`config.mk`:
```
export PLATFORM = sky130hd
export DESIGN_NAME = fir4_shiftadd
export DESIGN_NICKNAME = d
export VERILOG_FILES = /design/src/rtl/fir4_pkg.sv /design/src/rtl/fir4_tapline.sv /design/src/rtl/fir4_shared_terms.sv /design/src/rtl/fir4_combine.sv /design/src/rtl/fir4_outreg.sv /design/src/rtl/fir4_shiftadd.sv
export SDC_FILE = /design/constraint.sdc
export NUM_CORES = 1
export LEC_CHECK = 0
export ABC_AREA = 0
export BUFFER_PORTS_ARGS = -buffer_cell sky130_fd_sc_hd__buf_2
export CORE_UTILIZATION = 42
export DETAILED_ROUTE_END_ITERATION = 7
export PLACE_DENSITY_LB_ADDON = 0.2
export SYNTH_ARGS = -nofsm -noshare
export SYNTH_HDL_FRONTEND = slang
export SYNTH_SLANG_ARGS = --single-unit
```
`constraint.sdc`:
```
create_clock -name clk -period 9.5 [get_ports clk]
set_clock_uncertainty 0.15 [all_clocks]
set_input_delay 1.9 -clock clk [delete_from_list [all_inputs] [get_ports clk]]
set_output_delay 1.9 -clock clk [all_outputs]
set_load 0.05 [all_outputs]
```
`src/rtl/fir4_pkg.sv`:
```
package fir4_pkg;

  // Four taps: the current sample plus three held ones.
  localparam int TAP_COUNT   = 4;
  localparam int HIST_DEPTH  = TAP_COUNT - 1;

  // Sum of coefficient magnitudes is 233 < 2^8, so growth of 8 bits plus
  // one bit of headroom for the intermediate terms of the shift-add network.
  localparam int GROWTH_BITS = 9;

  // Coefficient codes, 1 integer bit and 7 fraction bits, two's complement.
  // Only the checker reads these; the datapath encodes them as shifts.
  localparam logic [7:0] COEF_OLDEST  = 8'b0011_1011; //  59 on x3
  localparam logic [7:0] COEF_THIRD   = 8'b0010_1011; //  43 on x2
  localparam logic [7:0] COEF_SECOND  = 8'b1011_0011; // -77 on x1
  localparam logic [7:0] COEF_NEWEST  = 8'b1100_1010; // -54 on x0

endpackage

```
`src/rtl/fir4_tapline.sv`:
```
module fir4_tapline #(
  parameter int SAMPLE_W = 12,
  parameter int DEPTH    = 3
) (
  input  logic                         clk,
  input  logic                         rst,
  input  logic                         in_valid,
  input  logic signed [SAMPLE_W-1:0]   in_sample,
  output logic [DEPTH*SAMPLE_W-1:0]    hist_flat
);

  // Slot 0 holds the most recently accepted sample.
  logic signed [SAMPLE_W-1:0] slot_q [DEPTH];

  for (genvar g = 0; g < DEPTH; g++) begin : g_slot
    logic signed [SAMPLE_W-1:0] feed;

    if (g == 0) begin : g_head
      assign feed = in_sample;
    end else begin : g_body
      assign feed = slot_q[g-1];
    end

    always_ff @(posedge clk) begin
      if (rst) begin
        slot_q[g] <= '0;
      end else if (in_valid) begin
        slot_q[g] <= feed;
      end
    end

    assign hist_flat[g*SAMPLE_W +: SAMPLE_W] = slot_q[g];
  end

endmodule

```
`src/rtl/fir4_shared_terms.sv`:
```
module fir4_shared_terms #(
  parameter int SAMPLE_W = 12,
  parameter int ACC_W    = 21
) (
  input  logic signed [SAMPLE_W-1:0] x0,
  input  logic signed [SAMPLE_W-1:0] x1,
  input  logic signed [SAMPLE_W-1:0] x2,
  input  logic signed [SAMPLE_W-1:0] x3,
  output logic signed [ACC_W-1:0]    sum13,
  output logic signed [ACC_W-1:0]    sum02,
  output logic signed [ACC_W-1:0]    sum13_x3
);

  logic signed [ACC_W-1:0] w0, w1, w2, w3;

  // Sign extension into the accumulator width.
  assign w0 = x0;
  assign w1 = x1;
  assign w2 = x2;
  assign w3 = x3;

  // Coefficients on x3 and x1 share bits 5,4,1,0 (weight 51).
  assign sum13    = w1 + w3;
  // Coefficients on x2 and x0 share bits 3,1 (weight 10).
  assign sum02    = w0 + w2;
  // 3*(x1+x3); 51 = 3 + 3*16, so this term serves both shared bit pairs.
  assign sum13_x3 = sum13 + (sum13 <<< 1);

endmodule

```
`src/rtl/fir4_combine.sv`:
```
module fir4_combine #(
  parameter int SAMPLE_W = 12,
  parameter int ACC_W    = 21
) (
  input  logic signed [SAMPLE_W-1:0] x0,
  input  logic signed [SAMPLE_W-1:0] x1,
  input  logic signed [SAMPLE_W-1:0] x2,
  input  logic signed [SAMPLE_W-1:0] x3,
  input  logic signed [ACC_W-1:0]    sum02,
  input  logic signed [ACC_W-1:0]    sum13_x3,
  output logic signed [ACC_W-1:0]    total
);

  logic signed [ACC_W-1:0] w0, w1, w2, w3;
  logic signed [ACC_W-1:0] part13, part02, rest3, rest2, rest1, rest0;

  assign w0 = x0;
  assign w1 = x1;
  assign w2 = x2;
  assign w3 = x3;

  // Shared weight 51 on x1 and x3.
  assign part13 = sum13_x3 + (sum13_x3 <<< 4);
  // Shared weight 10 on x0 and x2.
  assign part02 = (sum02 <<< 3) + (sum02 <<< 1);

  // Leftover bits of each coefficient.
  assign rest3 = w3 <<< 3;               // 59 = 51 + 8
  assign rest2 = (w2 <<< 5) + w2;        // 43 = 10 + 33
  assign rest1 = w1 <<< 7;               // -77 = 51 - 128 (subtracted)
  assign rest0 = w0 <<< 6;               // -54 = 10 - 64  (subtracted)

  assign total = part13 + part02 + rest3 + rest2 - rest1 - rest0;

endmodule

```
`src/rtl/fir4_outreg.sv`:
```
module fir4_outreg #(
  parameter int ACC_W    = 21,
  parameter int DROP_LSB = 0,
  localparam int OUT_W   = ACC_W - DROP_LSB
) (
  input  logic                    clk,
  input  logic                    rst,
  input  logic                    in_valid,
  input  logic signed [ACC_W-1:0] total,
  output logic                    out_valid,
  output logic signed [OUT_W-1:0] out_data
);

  logic signed [OUT_W-1:0] narrowed;

  if (DROP_LSB == 0) begin : g_full
    assign narrowed = total;
  end else begin : g_trunc
    // Arithmetic shift gives floor division by 2^DROP_LSB.
    assign narrowed = OUT_W'(total >>> DROP_LSB);
  end

  always_ff @(posedge clk) begin
    if (rst) begin
      out_valid <= 1'b0;
      out_data  <= '0;
    end else begin
      out_valid <= in_valid;
      if (in_valid) begin
        out_data <= narrowed;
      end
    end
  end

endmodule

```
`src/rtl/fir4_shiftadd.sv`:
```
module fir4_shiftadd
  import fir4_pkg::*;
#(
  parameter int SAMPLE_W = 12,
  parameter int DROP_LSB = 0
) (
  input  logic                                              clk,
  input  logic                                              rst,
  input  logic                                              in_valid,
  input  logic signed [SAMPLE_W-1:0]                        in_sample,
  output logic                                              out_valid,
  output logic signed [SAMPLE_W+GROWTH_BITS-DROP_LSB-1:0]   out_data
);

  localparam int ACC_W = SAMPLE_W + GROWTH_BITS;

  logic [HIST_DEPTH*SAMPLE_W-1:0] hist_flat;
  logic signed [SAMPLE_W-1:0]     x1, x2, x3;
  logic signed [ACC_W-1:0]        sum13, sum02, sum13_x3, total;

  fir4_tapline #(
    .SAMPLE_W (SAMPLE_W),
    .DEPTH    (HIST_DEPTH)
  ) u_tapline (
    .clk       (clk),
    .rst       (rst),
    .in_valid  (in_valid),
    .in_sample (in_sample),
    .hist_flat (hist_flat)
  );

  assign x1 = hist_flat[0*SAMPLE_W +: SAMPLE_W];
  assign x2 = hist_flat[1*SAMPLE_W +: SAMPLE_W];
  assign x3 = hist_flat[2*SAMPLE_W +: SAMPLE_W];

  fir4_shared_terms #(
    .SAMPLE_W (SAMPLE_W),
    .ACC_W    (ACC_W)
  ) u_shared (
    .x0       (in_sample),
    .x1       (x1),
    .x2       (x2),
    .x3       (x3),
    .sum13    (sum13),
    .sum02    (sum02),
    .sum13_x3 (sum13_x3)
  );

  fir4_combine #(
    .SAMPLE_W (SAMPLE_W),
    .ACC_W    (ACC_W)
  ) u_combine (
    .x0       (in_sample),
    .x1       (x1),
    .x2       (x2),
    .x3       (x3),
    .sum02    (sum02),
    .sum13_x3 (sum13_x3),
    .total    (total)
  );

  fir4_outreg #(
    .ACC_W    (ACC_W),
    .DROP_LSB (DROP_LSB)
  ) u_outreg (
    .clk       (clk),
    .rst       (rst),
    .in_valid  (in_valid),
    .total     (total),
    .out_valid (out_valid),
    .out_data  (out_data)
  );

  // sum13 feeds only the x3 stage inside the shared-term block; it is
  // exported for the checker's view of the network.
  logic sum13_seen;
  assign sum13_seen = ^sum13;

endmodule

```
# Word level (Yosys, flattened, before mapping)
# Memories as Yosys holds them, arrays and structs flattened.
# Index checks and enable logic that the tools add are counted.
[totals]
ff_bits = 22
ram_bits = 36
inputBits = 15
output_inout_bits = 22
wordCells = 25
memories = 1
[classes]
addsub = 11
muxes = 8
n_bitwise = 3
[memory_table]
columns = ["memory", "depth", "word_bits", "read_ports", "rd_ports_with_merged_regs", "wr", "line_no", "text"]
rows = [
  ["u_tapline.slot_q", 3, 12, 3, 0, 3, "fir4_tapline.sv:13", "logic signed [SAMPLE_W-1:0] slot_q [DEPTH];"],
]
[op_table]
columns = ["operator", "count"]
rows = [
  ["$add 21x21->21", 3],
  ["$mux 12", 3],
  ["$add 12x12->13", 2],
  ["$add 21x15->21", 1],
  ["$add 21x18->21", 1],
  ["$sub 21x18->21", 1],
  ["$sub 21x19->21", 1],
  ["$add 17x12->18", 1],
  ["$add 16x14->17", 1],
  ["$mux 1", 5],
  ["$or 1x1->1", 3],
]

# Depth between registers and ports, before layout
# Gate-level depths: netlist of run 1.
# An unclocked memory read counts as a cell.
[logic_depth]
depth_word = 9
ltp_mapped = 33
depth_no_buf = 33

# Modules after synthesis
# From an unflattened synthesis of run 1, not the netlist that was laid out.
[hier_totals]
hier_cells = 799
hier_area_um2 = 7935.1
[modules_own_cells]
columns = ["module", "n_inst", "cells_each", "area_each_um2", "seq_area_each_um2"]
rows = [
  ["fir4_combine", 1, 388, 3722.3, 0.0],
  ["fir4_shared_terms", 1, 262, 1958.1, 0.0],
  ["fir4_tapline", 1, 79, 1458.9, 1081.0],
  ["fir4_outreg", 1, 70, 795.8, 440.4],
]

# Worst setup path before layout of run 1
# Ideal clock, no wire load.
[synth_path]
path_kind = "input -> register"
start = "input port in_sample[0]"
end = "register u_outreg.out_data[19]"
setup_time_ps = 117
t_arrival_ps = 8634
required_time_ps = 9233
slack_ps = 599
path_stages = 32
path_buffers = 0
cell_sequence = "ha_1 -> inv_1 -> fa_1 -> nor2b_1 -> o21ai_0 -> a21boi_0 -> o21ai_0 -> a21boi_0 -> o21ai_0 -> a21oi_1 -> o31ai_1 -> ha_1 -> nor2b_1 -> a221oi_1 -> o21ai_0 -> a311oi_1 -> fa_1 -> fa_1 -> inv_1 -> fa_1 -> inv_1 -> fa_1 -> inv_1 -> ha_1 -> nor2_1 -> nor2_1 -> a2bb2oi_1 -> o21ai_0 -> a41o_1 -> a21oi_1 -> xnor2_1 -> a22o_1"
[synth_via]
elab_chain_cells = 7
[synth_rtl]
columns = ["element", "line_no", "text"]
rows = [
  ["start, declared", "fir4_shiftadd.sv:10", "input logic signed [SAMPLE_W-1:0] in_sample,"],
  ["$add 12x12->13", "fir4_shared_terms.sv:25", "assign sum02 = w0 + w2;"],
  ["$add 16x14->17", "fir4_combine.sv:25", "assign part02 = (sum02 <<< 3) + (sum02 <<< 1);"],
  ["$add 21x21->21", "fir4_combine.sv:33", "assign total = part13 + part02 + rest3 + rest2 - rest1 - rest0;"],
  ["$add 21x15->21", "fir4_combine.sv:33", ""],
  ["$add 21x18->21", "fir4_combine.sv:33", ""],
  ["$sub 21x19->21", "fir4_combine.sv:33", ""],
  ["$sub 21x18->21 *", "fir4_combine.sv:33", ""],
  ["end signal, assigned", "fir4_outreg.sv:30", "out_data <= narrowed;"],
  ["end, declared", "fir4_outreg.sv:11", "output logic signed [OUT_W-1:0] out_data"],
]
# Mark *: on every way between the ends. The rest lies on a longest branch, timed or not.
# A chain may end at the register's enable or synchronous reset.

# Final worst setup path of run 1
# Same ends and word-level chain as after synthesis.

==> run summary, run 1 <==
The maximum number of pins on one net before global-route repair is 40. The count of flip-flops with a built-in enable after synthesis came out at 36. After global routing the overflow that remains totals 0. The later pin in the worst-skew pair is clocked with a latency of about 0.35 ns. The flip-flop and latch count after synthesis came out at between 50 and 60. The arrival time at the worst endpoint came out at approximately 9 ns. The number of design rule violations left after detail routing came out at 0. The top-level port count is 37. The worst-margin pin slew is 0.813 ns. The netlist uses 56 different library cells. The number of global-route vias before repair came out at 5127. The count of warnings emitted by yosys came out at 0. The detailed-route wire length came out at 15300 um. The critical path's largest stage delay is 0.52 ns. The fraction of the yosys area taken by sequential cells is 0.203. The final-report hold violation count is 0. The fraction of layout instances using a drive strength above 1 came out at 0.0948. The core region area is 17400 um2.

The cell sitting at the root of the clock tree is a sky130_fd_sc_hd__clkbuf_16. Setup repair after global routing left no endpoint under its margin. The synthesized netlist occupies a cell area of 7490 um2. The final hold slack is 0.332 ns.

The slowest stage cell on the critical path is sky130_fd_sc_hd__fa_1. Of the available clock period, the critical path in the final layout requires 0.945. The detailed-routing iteration count for the pre-antenna-repair pass came out at 4. The kind of start point of the critical path is a primary input.

The number of max-capacitance violations reported came out at 0. Synthesis handed over a netlist of between 700 and 800 instances. The average routed wire per standard cell is ~14 um. The tightest min-delay check is of the reg2reg type. The clock tree from TritonCTS is done.

The port buffer count is 36. The number of violations reported at the end of detailed-routing iteration 0 is approximately 230. At the end of routability-driven placement, the weighted congestion stood at 0.852. The worst setup path is captured at a register. The final-layout setup total negative slack came out at 0 ns.

In the global route stage, overall resource usage came out at 0.181. At the end of the flow, the number of nets in the layout was 1026. The non-filler instance count after layout is 1069.

The number of cells after detailed placement came out at 1053. The remaining antenna violation count came out at 0. The routed layout has 5216 vias. The flow ran to the end, and the final reports show no timing, DRC or antenna violations. The die covers 18400 um2.

The total buffers and inverters traversed by the critical path is 6. The maximum root-to-sink buffer count came out at 2. The number of inserted filler cells in the final layout came out at 1683. The critical path in this run is classified as in2reg.

The mean number of vias per cell is 4.88. Along the worst path, the maximum fanout reaches 3. The required arrival time at the worst endpoint is 9.59 ns. For this run, the leading register cell type out of synthesis is sky130_fd_sc_hd__edfxtp_1. In this run, CTS created clock tree buffers numbering 9.

The floorplan die height came out at between 100 and 150 um. The area of combinational cells with multiple inputs is 5230 um2. The utilization after layout came out at 0.480. The net count after synthesis came out at 978.

The average cell area after synthesis came out at roughly 9.5 um2. The maximum clock rate is 111 MHz. The number of pins exceeding their max-slew limit in the final report came out at 0. The number of antenna violations at the first check in global routing came to 0. The placed wire-length estimate after detailed placement is 12600 um. Among the stages of the critical path, the cell type that occurs most often is sky130_fd_sc_hd__fa_1. The number of clock sinks seen by CTS is a little under 60. Row generation in the floorplan step produced 48 rows. In this run, post-CTS hold repair placed 0 buffers. The initial standard-cell utilization of the core came out at 0.431. The final critical-path required period is 8.98 ns. The final number of setup-violating endpoints came out at 0. In the synthesized netlist the async set-or-reset flop fraction comes to 0. The area growth from synthesis to layout is 11.3%. The first global-routing pass estimated about 25000 um of wire. The x dimension of the die is about 140 um. The footprint of the flip-flops and latches came out at 1520 um2. The clock transition at the registers of the reported paths came out at 0.06 ns. The cell type group with the largest total delay on the critical path is adder cells.

The antenna diode count is 0. The worst slew margin relative to its limit is 0.451. In this run the number of H-tree levels came out at 3.
-- state kept, by name, summed over array words and instances, names as in the netlist --
| signal | count |
|---|---|
| u_tapline.slot_q | 36 |
| u_outreg.out_data | 21 |
| u_outreg.out_valid | 1 |
-- final cells by class --
cell class	instances	share of cell area
inverters	191	0.0860
multi-input cells	532	0.628
clock buffers	11	0.0291
flip-flops and latches	58	0.183
well taps	225	0.0338
repair buffers	47	0.0315
clock inverters	5	0.00946
-- cells in the final DEF, fill, tap and decap left out, types with 9 or more instances in the layout --
| master | n |
|---|---|
| sky130_fd_sc_hd__xor2_1 | 13 |
| sky130_fd_sc_hd__nand2_1 | 16 |
| sky130_fd_sc_hd__nor3_1 | 10 |
| sky130_fd_sc_hd__nand2b_1 | 9 |
| sky130_fd_sc_hd__ha_1 | 83 |
| sky130_fd_sc_hd__clkbuf_16 | 9 |
| sky130_fd_sc_hd__buf_2 | 36 |
| sky130_fd_sc_hd__a21o_1 | 18 |
| sky130_fd_sc_hd__edfxtp_1 | 36 |
| sky130_fd_sc_hd__mux2i_1 | 15 |
| sky130_fd_sc_hd__buf_4 | 11 |
| sky130_fd_sc_hd__nor2b_1 | 14 |
| sky130_fd_sc_hd__o21ai_0 | 24 |
| sky130_fd_sc_hd__inv_1 | 191 |
| sky130_fd_sc_hd__a21oi_1 | 31 |
| sky130_fd_sc_hd__dfxtp_1 | 22 |
| sky130_fd_sc_hd__and2_1 | 39 |
| sky130_fd_sc_hd__fa_1 | 89 |
| sky130_fd_sc_hd__nor2_1 | 45 |
| sky130_fd_sc_hd__xnor2_1 | 38 |
-- synthesized netlist by cell type, types with 10 or more instances --
cell type	instances	area [um2]
sky130_fd_sc_hd__a21o_1	18	135
sky130_fd_sc_hd__inv_1	191	717
sky130_fd_sc_hd__xor2_1	13	114
sky130_fd_sc_hd__edfxtp_1	36	1080
sky130_fd_sc_hd__nor2b_1	15	93.8
sky130_fd_sc_hd__ha_1	83	1040
sky130_fd_sc_hd__a21oi_1	32	160
sky130_fd_sc_hd__mux2i_1	15	150
sky130_fd_sc_hd__xnor2_1	38	333
sky130_fd_sc_hd__dfxtp_1	22	440
sky130_fd_sc_hd__nor2_1	45	169
sky130_fd_sc_hd__o21ai_0	25	125
sky130_fd_sc_hd__fa_1	89	1780
sky130_fd_sc_hd__nand2_1	16	60.1
sky130_fd_sc_hd__and2_1	39	244
sky130_fd_sc_hd__nor3_1	10	50.1
-- per-layer routing --
metal | up-vias | share of wire | global-route usage | routed length (um)
met5 | - | 0 | 0 | 0
met4 | 0 | 0.015 | 0.0537 | 227
met3 | 18 | 0.029 | 0.0325 | 442
met2 | 69 | 0.48 | 0.297 | 7350
met1 | 2475 | 0.47 | 0.243 | 7240
li1 | 2654 | - | - | -
-- what timing repair did --
action                                  4_1_cts  5_1_grt
endpoints found under the setup margin        0        6
setup buffers                                 0        0
resized for setup                             0        7
-- cells by family after synthesis --
| kind of cell | Yosys count | synth area share |
|---|---|---|
| buf+inv | 201 | 0.101 |
| fa+ha+maj | 172 | 0.377 |
| simple gates | 155 | 0.109 |
| compound gates | 138 | 0.129 |
| flops | 58 | 0.203 |
| xor+xnor | 51 | 0.0596 |
| mux | 16 | 0.0216 |
-- worst register-to-register path: cells and delay by family, from the launching register on --
kind                       cells  cell delay (ns)
and+or+nand+nor                5             0.62
xor gates and xnor gates       2             0.33
buffers and inverters          5             0.38
AOI/OAI and AO/OA             14             2.64
DFF                            1             0.44
adders and majority gates      8             3.14
-- stage by stage --
| step | setup slack, ns | area [um2] |
|---|---|---|
| 2_1_floorplan | 0.599 | 7490 |
| 4_1_cts | 0.311 | 8320 |
| 6_report | 0.522 | 8340 |
| 3_5_place_dp | -0.0530 | 8000 |
| 5_1_grt | 0.00508 | 8340 |
| 3_3_place_gp | 0.0579 | 8000 |
-- worst paths after layout --
kind / startpoint / end / slack [ns] / depth (start not counted)
setup / recovery: in_sample[0] / u_outreg.out_data[19] / 0.52 / 35
hold / removal: u_outreg.out_data[5] / u_outreg.out_data[5] / 0.33 / 2
setup reg to reg: u_tapline.slot_q[1][0] / u_outreg.out_data[19] / 1.72 / 34
hold reg to reg: u_outreg.out_data[5] / u_outreg.out_data[5] / 0.33 / 2
Power of run 1 is left out: the tool's default activity adds up to more than one toggle a clock period on the data nets, which glitch-free logic cannot reach.
==> run 2: changes to the inputs <==
--- a/config.mk
+++ b/config.mk
@@ -6,9 +6,11 @@
 export NUM_CORES = 1
 export LEC_CHECK = 0
 export ABC_AREA = 0
-export BUFFER_PORTS_ARGS = -buffer_cell sky130_fd_sc_hd__buf_2
+export CAP_MARGIN = 20
+export CORE_ASPECT_RATIO = 0.75
 export CORE_UTILIZATION = 42
 export DETAILED_ROUTE_END_ITERATION = 7
+export DONT_BUFFER_PORTS = 1
 export PLACE_DENSITY_LB_ADDON = 0.2
 export SYNTH_ARGS = -nofsm -noshare
 export SYNTH_HDL_FRONTEND = slang
==> run 2 against run 1 <==
  * Design area decreased by 2.8%
  * Global-route usage increased by 0.92 points
  * Die area about the same
  * Utilization decreased by 0.73 points
  * Flip-flop and latch count unchanged
  * Worst hold slack improved by 0.12 ns
  * Sequential share of layout area increased by 0.52 points
  * Critical path depth decreased by 2
  * Clock-buffer cell count decreased by 2
  * Largest cell class unchanged
  * Highest routed layer unchanged
==> run summary, run 2 (synthesis gave the netlist of run 1 again) <==
For this design the top-level I/O count stands at 37. The number of global-route vias before repair is between 5000 and 6000. The final critical-path required period is 8.96 ns. The global-route wire length before repair is 27100 um. The cell that appears most often on the critical path is sky130_fd_sc_hd__fa_1.

TritonCTS built the clock tree. The remaining antenna violation count came out at 0. The H-tree was split into 3 levels. The x dimension of the die is 156 um.

Counting flops per register, the top entry is u_tapline.slot_q. The floorplan step defined a die boundary enclosing around 18000 um2. At the end of routability-driven placement, the weighted congestion stood at between 0.8 and 0.9. The mean number of vias per cell came out at a little under 5.

The final global-route overflow total came out at 0. Of the cells placed in the final design, the portion with a size suffix greater than 1 is 0.0436. The antenna diode count came out at 0. The final number of setup-violating endpoints came out at 0.

The number of clock sinks seen by CTS is 58. The run finished with clean final reports. The largest registers in the layout are u_tapline.slot_q: 36 flops, u_outreg.out_data: 21 flops, u_outreg.out_valid: 1 flops. The worst slew margin relative to its limit came out at 0.540. The number of buffers inserted during clock tree synthesis is 9. The number of design rule violations left after detail routing came out at 0.

The final net count is 984. The initial utilization of the core area, before any placement, comes to 0.437. Setup repair after global routing left no endpoint under its margin. The clock network latency to the later pin of the worst-skew pair came out at 0.34 ns. The number of cells on the worst reg-to-reg path is 31. The global-route usage over all layers came out at 0.190. The cell sitting at the root of the clock tree is a sky130_fd_sc_hd__clkbuf_16. The number of inserted filler cells in the final layout is 1643. From synthesis to final layout, the design area changed by 8.24%.

The maximum root-to-sink buffer count is 2. The number of pins exceeding their max-slew limit in the final report came out at 0. The required arrival time at the worst endpoint came out at 9.59 ns. The number of antenna violations at the first check in global routing is 0.

The type of destination of the critical path is a register. The arrival time at the worst endpoint is 9.04 ns. For the pin with the worst max-slew slack, the measured transition is 0.682 ns.

The worst-case register-to-register setup slack is 1.62 ns. The detailed-routing iteration count for the pre-antenna-repair pass is 5. In this run the worst setup path terminates at u_outreg.out_data[19]. The worst register-to-register path begins at u_tapline.slot_q[1][0]. The port buffer count is 0. The routed design has 16300 um of wire. The final worst setup slack is 0.545 ns. The kind of start point of the critical path is a primary input.

The register with the most flip-flops in the layout has 36 of them. The library cells used most frequently in the layout, excluding fill and tap cells, are sky130_fd_sc_hd__inv_1, sky130_fd_sc_hd__fa_1, sky130_fd_sc_hd__ha_1, sky130_fd_sc_hd__nor2_1, sky130_fd_sc_hd__and2_1. Max-cap violations in this run came to 0. The clock transition at the registers of the reported paths is 0.06 ns.

The first element of the critical path is in_sample[0]. Of the available clock period, the critical path in the final layout requires 0.943. On the critical path, the stage with the largest delay is an instance of sky130_fd_sc_hd__fa_1. The number of core rows came out at around 40. The die is 118 um tall. The critical path class is in2reg. The critical path's largest stage delay came out at between 0.5 and 0.6 ns. Dividing the detail-routed wire length by the instance count gives 15.7 um. Along the worst path, the maximum fanout reaches 3. The library cell used most frequently in the layout, excluding fill and tap cells, is sky130_fd_sc_hd__inv_1. The core region area came out at 17100 um2.

The placed wire-length estimate after detailed placement is roughly 14000 um. The number of vias after detailed routing came out at 5162. The final-report hold violation count came out at 0.

Prior to clock tree synthesis, the placed netlist has a worst setup slack of -0.158 ns. The worst hold path belongs to the class reg2reg. Entering global routing, the biggest net connects 47 pins. The number of violations reported at the end of detailed-routing iteration 0 is between 200 and 250. The endpoint of the worst-slack reg-to-reg timing path is u_outreg.out_data[19]. The maximum clock rate came out at 112 MHz.
## run 2: critical path, delay by kind of cell
family / cells / cell delay [ns]
fa+ha+maj: 8 / 3.18
buf+inv: 4 / 0.20
simple gates: 3 / 0.33
xor+xnor: 3 / 0.56
compound gates: 15 / 2.88
## run 2: worst min path at each step
stage	startpoint	end	cells after the start
floorplan	u_tapline.slot_q[0][0]	u_tapline.slot_q[1][0]	1
global placement	u_tapline.slot_q[0][1]	u_tapline.slot_q[1][1]	1
detailed placement	u_tapline.slot_q[0][1]	u_tapline.slot_q[1][1]	1
CTS	u_tapline.slot_q[0][1]	u_tapline.slot_q[1][1]	1
global route	u_tapline.slot_q[0][11]	u_tapline.slot_q[1][11]	1
finish	u_tapline.slot_q[0][11]	u_tapline.slot_q[1][11]	1
## run 2: stage by stage
step           area [um2]  hold slack (ns)  TNS [ns]  utilization  instances
2_1_floorplan        7490            0.406         0            -        791
3_3_place_gp         7780            0.436         0        0.454       1022
3_5_place_dp         7780            0.442    -0.251        0.454       1022
4_1_cts              8090            0.458         0        0.472       1038
5_1_grt              8110            0.484         0        0.473       1038
6_report             8110            0.449         0        0.473       1038
## run 2: repair_timing
action,CTS,global route
resized for setup,0,6
buffers inserted,0,0
endpoints found under the setup margin,0,4
hold buffers,0,0
## run 2: final cells by class
class | instances | area (um2) | share of cell area
Timing Repair Buffer | 5 | 37.5 | 0.00463
Inverter | 191 | 717 | 0.0885
Multi-Input combinational cell | 532 | 5230 | 0.645
Tap cell | 236 | 295 | 0.0364
Clock buffer | 9 | 225 | 0.0278
Clock inverter | 7 | 83.8 | 0.0103
Sequential cell | 58 | 1520 | 0.188
## run 2: layer usage
layer / GRT usage / routed length, um / vias up
li1: - / - / 2578
met1: 0.275 / 8440 / 2467
met2: 0.288 / 6950 / 104
met3: 0.0379 / 720 / 13
met4: 0.0496 / 190 / 0
met5: 0 / 0 / -
Power of run 2 is left out for the same reason.
